[config.mk]
export PLATFORM = sky130hd
export DESIGN_NAME = interval_timer64
export DESIGN_NICKNAME = d
export VERILOG_FILES = /design/src/rtl/interval_timer64.sv
export SDC_FILE = /design/constraint.sdc
export NUM_CORES = 1
export LEC_CHECK = 0
export BUFFER_PORTS_ARGS = -buffer_cell sky130_fd_sc_hd__buf_2
export CORE_ASPECT_RATIO = 0.5
export CORE_MARGIN = 8
export CORE_UTILIZATION = 61
export CTS_CLUSTER_SIZE = 12
export DETAILED_ROUTE_END_ITERATION = 7
export GPL_TIMING_DRIVEN = 1
export PLACE_DENSITY = 0.9
export REMOVE_ABC_BUFFERS = 1
export SYNTH_ARGS = -nofsm -noshare
export SYNTH_HDL_FRONTEND = slang
export SYNTH_SLANG_ARGS = --single-unit
[constraint.sdc]
create_clock -name clk -period 2.95 [get_ports clk]
set_clock_uncertainty 0.15 [all_clocks]
set_input_delay 0.1475 -clock clk [delete_from_list [all_inputs] [get_ports clk]]
set_output_delay 0.1475 -clock clk [all_outputs]
set_load 0.005 [all_outputs]
[src/rtl/interval_timer64.sv]
module interval_timer64 #(
  parameter int ADDR_W      = 6,
  parameter int CNT_SPLIT   = 32,
  parameter int PRES_W      = 4,
  parameter int SYNC_STAGES = 2
) (
  input  logic              clk,
  input  logic              rst_n,
  input  logic              gtick_i,
  input  logic [ADDR_W-1:0] addr_i,
  input  logic              wr_en_i,
  input  logic [31:0]       wr_data_i,
  input  logic              rd_en_i,
  output logic [31:0]       rd_data_o,
  output logic              irq_o
);

  localparam int CNT_W = 64;
  localparam int HI_W  = CNT_W - CNT_SPLIT;
  localparam int IDX_W = ADDR_W - 2;

  localparam logic [IDX_W-1:0] A_CTRL = IDX_W'(0);
  localparam logic [IDX_W-1:0] A_MODE = IDX_W'(1);
  localparam logic [IDX_W-1:0] A_PLO  = IDX_W'(2);
  localparam logic [IDX_W-1:0] A_PHI  = IDX_W'(3);
  localparam logic [IDX_W-1:0] A_IEN  = IDX_W'(4);
  localparam logic [IDX_W-1:0] A_STAT = IDX_W'(7);
  localparam logic [IDX_W-1:0] A_CLO  = IDX_W'(8);
  localparam logic [IDX_W-1:0] A_CHI  = IDX_W'(9);

  logic [IDX_W-1:0] widx;
  logic             unused_addr_bits;
  assign widx             = addr_i[ADDR_W-1:2];
  assign unused_addr_bits = &addr_i[1:0];

  // programmed configuration
  logic              mode_cont_q, mode_gsrc_q;
  logic [PRES_W-1:0] mode_pres_q;
  logic [CNT_W-1:0]  period_q;
  logic              ien_q;

  // configuration captured at start
  logic              act_cont_q, act_gsrc_q;
  logic [PRES_W-1:0] act_pres_q;
  logic [CNT_W-1:0]  act_period_q;

  logic              run_q, status_q;
  logic [CNT_W-1:0]  cnt_q;
  logic [PRES_W-1:0] pcnt_q;
  logic [HI_W-1:0]   hi_snap_q;
  logic [SYNC_STAGES:0] sync_q;

  logic wr_ctrl, swrst, start, rd_stat, rd_clo;
  logic g_rise, src_tick, pres_done, cnt_tick, hit;

  assign wr_ctrl   = wr_en_i && widx == A_CTRL;
  assign swrst     = wr_ctrl && wr_data_i[8];
  assign start     = wr_ctrl && wr_data_i[0] && !swrst;
  assign rd_stat   = rd_en_i && widx == A_STAT;
  assign rd_clo    = rd_en_i && widx == A_CLO;

  assign g_rise    = sync_q[SYNC_STAGES-1] & ~sync_q[SYNC_STAGES];
  assign src_tick  = act_gsrc_q ? g_rise : 1'b1;
  assign pres_done = pcnt_q == act_pres_q;
  assign cnt_tick  = run_q && src_tick && pres_done;
  assign hit       = cnt_tick && cnt_q == act_period_q;

  assign irq_o     = status_q & ien_q;

  always_ff @(posedge clk or negedge rst_n) begin
    if (!rst_n) sync_q <= '0;
    else        sync_q <= {sync_q[SYNC_STAGES-1:0], gtick_i};
  end

  always_ff @(posedge clk or negedge rst_n) begin
    if (!rst_n) begin
      mode_cont_q <= 1'b0;
      mode_gsrc_q <= 1'b0;
      mode_pres_q <= '0;
      period_q    <= '0;
      ien_q       <= 1'b0;
    end else if (wr_en_i) begin
      case (widx)
        A_MODE: begin
          mode_cont_q <= wr_data_i[0];
          mode_gsrc_q <= wr_data_i[3];
          mode_pres_q <= wr_data_i[8 +: PRES_W];
        end
        A_PLO:   period_q[31:0]  <= wr_data_i;
        A_PHI:   period_q[63:32] <= wr_data_i;
        A_IEN:   ien_q           <= wr_data_i[0];
        default: ;
      endcase
    end
  end

  always_ff @(posedge clk or negedge rst_n) begin
    if (!rst_n) begin
      run_q        <= 1'b0;
      cnt_q        <= '0;
      pcnt_q       <= '0;
      act_cont_q   <= 1'b0;
      act_gsrc_q   <= 1'b0;
      act_pres_q   <= '0;
      act_period_q <= '0;
    end else if (swrst) begin
      run_q  <= 1'b0;
      cnt_q  <= '0;
      pcnt_q <= '0;
    end else if (start) begin
      run_q        <= 1'b1;
      cnt_q        <= '0;
      pcnt_q       <= '0;
      act_cont_q   <= mode_cont_q;
      act_gsrc_q   <= mode_gsrc_q;
      act_pres_q   <= mode_pres_q;
      act_period_q <= period_q;
    end else if (run_q && src_tick) begin
      pcnt_q <= pres_done ? '0 : pcnt_q + 1'b1;
      if (hit) begin
        if (act_cont_q) cnt_q <= '0;
        else            run_q <= 1'b0;
      end else if (pres_done) begin
        cnt_q <= cnt_q + 1'b1;
      end
    end
  end

  always_ff @(posedge clk or negedge rst_n) begin
    if (!rst_n)       status_q <= 1'b0;
    else if (swrst)   status_q <= 1'b0;
    else if (hit)     status_q <= 1'b1;
    else if (rd_stat) status_q <= 1'b0;
  end

  always_ff @(posedge clk or negedge rst_n) begin
    if (!rst_n)      hi_snap_q <= '0;
    else if (swrst)  hi_snap_q <= '0;
    else if (rd_clo) hi_snap_q <= cnt_q[CNT_W-1:CNT_SPLIT];
  end

  always_comb begin
    rd_data_o = '0;
    if (rd_en_i) begin
      case (widx)
        A_MODE: rd_data_o = {20'b0, mode_pres_q, 4'b0, mode_gsrc_q, 2'b0, mode_cont_q};
        A_PLO:  rd_data_o = period_q[31:0];
        A_PHI:  rd_data_o = period_q[63:32];
        A_IEN:  rd_data_o = {31'b0, ien_q};
        A_STAT: rd_data_o = {31'b0, status_q};
        A_CLO:  rd_data_o = 32'(cnt_q[CNT_SPLIT-1:0]);
        A_CHI:  rd_data_o = 32'(hi_snap_q);
        default: rd_data_o = '0;
      endcase
    end
  end

  assert_count_bounded_R4: assert property (@(posedge clk) disable iff (!rst_n)
    run_q |-> cnt_q <= act_period_q);

  assert_stopped_holds_R5: assert property (@(posedge clk) disable iff (!rst_n)
    (!run_q && !start && !swrst) |=> $stable(cnt_q));

  assert_pres_in_range_R6: assert property (@(posedge clk) disable iff (!rst_n)
    pcnt_q <= act_pres_q);

  assert_snapshot_holds_R8: assert property (@(posedge clk) disable iff (!rst_n)
    (!rd_clo && !swrst) |=> $stable(hi_snap_q));

  assert_read_clears_R9: assert property (@(posedge clk) disable iff (!rst_n)
    (rd_stat && !hit) |=> !status_q);

  assert_swrst_clears_R11: assert property (@(posedge clk) disable iff (!rst_n)
    swrst |=> (!run_q && cnt_q == '0 && !status_q && !irq_o));

endmodule

==> qor.json <==
{
  "grt_overflow": 0,
  "synth_edf_count": 0,
  "maxCapViolCount": 0,
  "dieHeight_um": 117,
  "layout_worst_path_cycle_share_pct": 96.6,
  "finalCriticalPeriod_ns": 2.85,
  "die_area_sq_um": 25700,
  "n_antenna_cell": 0,
  "layout_cell_share_with_drive_strength_beyond_1_pct": 29.6,
  "insertion_delay_ns": 0.52,
  "worstRegToRegCells": 8,
  "route.vias.total": 10982,
  "p_total_uw": 8690,
  "timing.final.max_slew_violations": 0,
  "post_synth_num_cell_types": 60,
  "end_kind": "register",
  "p_leak_uw": 0.00654,
  "postSynthCellCount": 1205,
  "worst-path-max-fanout": 6,
  "yosys_most_used_dff": "sky130_fd_sc_hd__dfrtp_1",
  "startpoint": "pcnt_q[2]$_DFFE_PN0P_",
  "core-area_sq_um": 20400,
  "gp_congestion": 0.955,
  "cts_htree_levels": 1,
  "synth.cell_area_sq_um": 12500,
  "worst_path_max_delay_cell": "sky130_fd_sc_hd__and3_1",
  "worst_slew_margin_rel_pct": 16.6,
  "final_util_pct": 73.9,
  "run_status": "complete, no violations",
  "critPathMostFrequentCell": "sky130_fd_sc_hd__buf_4",
  "post-route-drc-count": 0,
  "synth_seq_cells": 246,
  "io_pins": 76,
  "routedWlPerCell_um": 24.3,
  "ys_seq_area_share_pct": 49.1,
  "via_count_normalized_by_instance_count": 6.66,
  "pwr_density_cell_nw_per_um2": 577,
  "hold_ws_ns": 0.0531,
  "fin_tns_setup_ns": 0,
  "hp-class": "in -> reg",
  "fp.dieW_um": 219,
  "report.final.hold_viol_count": 0,
  "max_freq_mhz": 351,
  "cts_tree": "yes",
  "grt_start_max_net_pins": 95,
  "first_pass_grt_wire_length_um": 62500,
  "postRouteAntennaNets": 0,
  "vdd.ir_drop.worst_mv": 0.529,
  "synthDominantAreaCellType": "sky130_fd_sc_hd__dfrtp_1",
  "synthTopCellsByArea": "sky130_fd_sc_hd__dfrtp_1 (49%), sky130_fd_sc_hd__mux2_2 (13%), sky130_fd_sc_hd__xnor2_1 (4.5%)",
  "wp_data_arrival_ns": 3.10,
  "cp-start-kind": "register",
  "yosysWarnings": 0,
  "routed_wirelength_um": 40000,
  "netlist.area_leader.share_pct": 49.1,
  "cp_slowest_stage_delay_ns": 0.47,
  "cp.required_ns": 3.20,
  "rows": 37,
  "hold_path_startpoint": "addr_i[5]",
  "setup-violations-final": 0,
  "postLayoutCellArea_sq_um": 15100,
  "number_of_antenna_violations_at_the_first_check_in_global_routing": 0,
  "hpwlAfterDp_um": 27700,
  "timing.hold.worst_path_depth": 4,
  "clk_transition_reported_paths_ns": 0.06,
  "port_buffers": 73,
  "cp_cell_sequence": "xor2_1 -> nor4_1 -> and3_1 -> nor2_1 -> a21o_1 -> buf_4 -> buf_4 -> a221o_1",
  "grt_usage_pct": 30.5,
  "area_growth_pct": 20.1,
  "root_buffer": "sky130_fd_sc_hd__clkbuf_16",
  "timing.setup.critical_path_class": "reg -> reg",
  "number_of_violations_reported_at_the_end_of_detailed_routing_iteration_0": 1386,
  "placement.cell_area_sq_um": 14000,
  "cts_made_buffers": 24,
  "ys_async_sr_fraction_pct": 100,
  "vias_in_the_first_global_route": 11021,
  "mean_instance_size_in_the_synthesized_netlist_sq_um": 10.4,
  "crit-reg2reg-launch": "pcnt_q[2]$_DFFE_PN0P_",
  "start_util_pct": 61.5,
  "final_net_count": 1418,
  "detailedRoute.firstPassIterationCount": 8,
  "clockBufferDepth": 3,
  "layout.cells.most_common": "sky130_fd_sc_hd__dfrtp_1",
  "worst_slew_pin_slew_ns": 1.24,
  "cts_num_sinks": 246,
  "layout.cells.most_common_list": "sky130_fd_sc_hd__dfrtp_1 (246), sky130_fd_sc_hd__mux2_2 (141), sky130_fd_sc_hd__buf_4 (131), sky130_fd_sc_hd__nand2_1 (127), sky130_fd_sc_hd__a21oi_1 (93)"
}
-- layout make-up --
type	instances	area, sq um
flip-flops and latches	246	6160
multi-input cells	829	5920
fillers	1410	5320
repair buffers	250	1900
clock buffers	27	643
well taps	273	342
inverters	22	82.6
clock inverters	1	5.00
-- where the power goes --
group | leakage (uW) | internal, uW | switching (uW) | total, uW
clock | 0.000320 | 1520 | 1250 | 2770
combinational | 0.00303 | 788 | 862 | 1650
sequential | 0.00318 | 3840 | 430 | 4270
-- cells by family (layout without fill, tap and decap cells) --
| family | count (synthesis) | count (layout) | share of synthesized area, % |
|---|---|---|---|
| simple gates | 352 | 352 | 14.7 |
| compound gates | 252 | 252 | 13.3 |
| flops | 246 | 246 | 49.1 |
| mux | 155 | 155 | 13.8 |
| buf+inv | 130 | 300 | 4.12 |
| xor+xnor | 68 | 68 | 4.75 |
| fa+ha+maj | 2 | 2 | 0.200 |
-- final timing paths --
check,slack [ns],to
max in group asynchronous,1.63,period_q[50]$_DFFE_PN0P_
min reg2reg,0.21,sync_q[1]$_DFF_PN0_
max,0.1,cnt_q[28]$_DFFE_PN0P_
max reg2reg,0.1,cnt_q[28]$_DFFE_PN0P_
min in group asynchronous,0.10,mode_pres_q[3]$_DFFE_PN0P_
min,0.05,ien_q$_DFFE_PN0P_
-- critical path: cells and delay by family (launching register included) --
family	cells	cell delay, ns
and+or+nand+nor	3	1.11
AOI/OAI and AO/OA	2	0.60
DFF	1	0.41
buffers and inverters	2	0.29
xor gates and xnor gates	1	0.15
-- metal layers --
metal | routed length, um | track usage (%) | part of all wire [%] | vias to the layer above
li1 | - | - | - | 4731
met4 | 1130 | 8.71 | 2.8 | 0
met2 | 18000 | 45.8 | 45 | 677
met5 | 0 | 0 | 0 | -
met3 | 4230 | 6.46 | 11 | 103
met1 | 16700 | 43.9 | 42 | 5471
-- registers in the layout, summed over array words and instances, names as in the netlist, 3 cells and up --
name / flops
act_period_q: 64
act_pres_q: 4
cnt_q: 64
hi_snap_q: 32
mode_pres_q: 4
pcnt_q: 4
period_q: 64
sync_q: 3
-- cells in the mapped netlist (all sizes together), types with 2 or more instances --
cell type and n:
o311ai 6, a31oi 2, buf 32, nor4 19
nand4b 3, o31ai 15, a22oi 60, mux2 141
nand3b 7, nor3 19, or4 2, and2 5
dfrtp 246, and3 16, a211oi 3, mux2i 14
o311a 3, and4 2, or3b 3, clkbuf 76
a221o 12, a222oi 6, nor2b 3, ha 2
o211ai 20, xor2 4, a21oi 94, o21a 2
inv 22, or2 7, nand2 127, or3 8
xnor2 64, o41ai 3, nand3 32, nand4 57
o21ai 21, nand2b 3, nor2 38
-- per-stage QoR --
| step | instances | setup WS, ns |
|---|---|---|
| 6_report | 1648 | 0.0990 |
| 3_3_place_gp | 1580 | 0.114 |
| 2_1_floorplan | 1097 | -2.01 |
| 4_1_cts | 1646 | 0.0508 |
| 3_5_place_dp | 1580 | 0.0696 |
| 5_1_grt | 1648 | -0.00951 |
-- what timing repair did --
item | 4_1_cts | 5_1_grt
setup buffers | 0 | 2
resized for setup | 0 | 5
setup endpoints to repair | 0 | 19
endpoints found under the hold margin | 161 | 0
hold buffers | 38 | 0
Power figures use the tool's default switching activity.
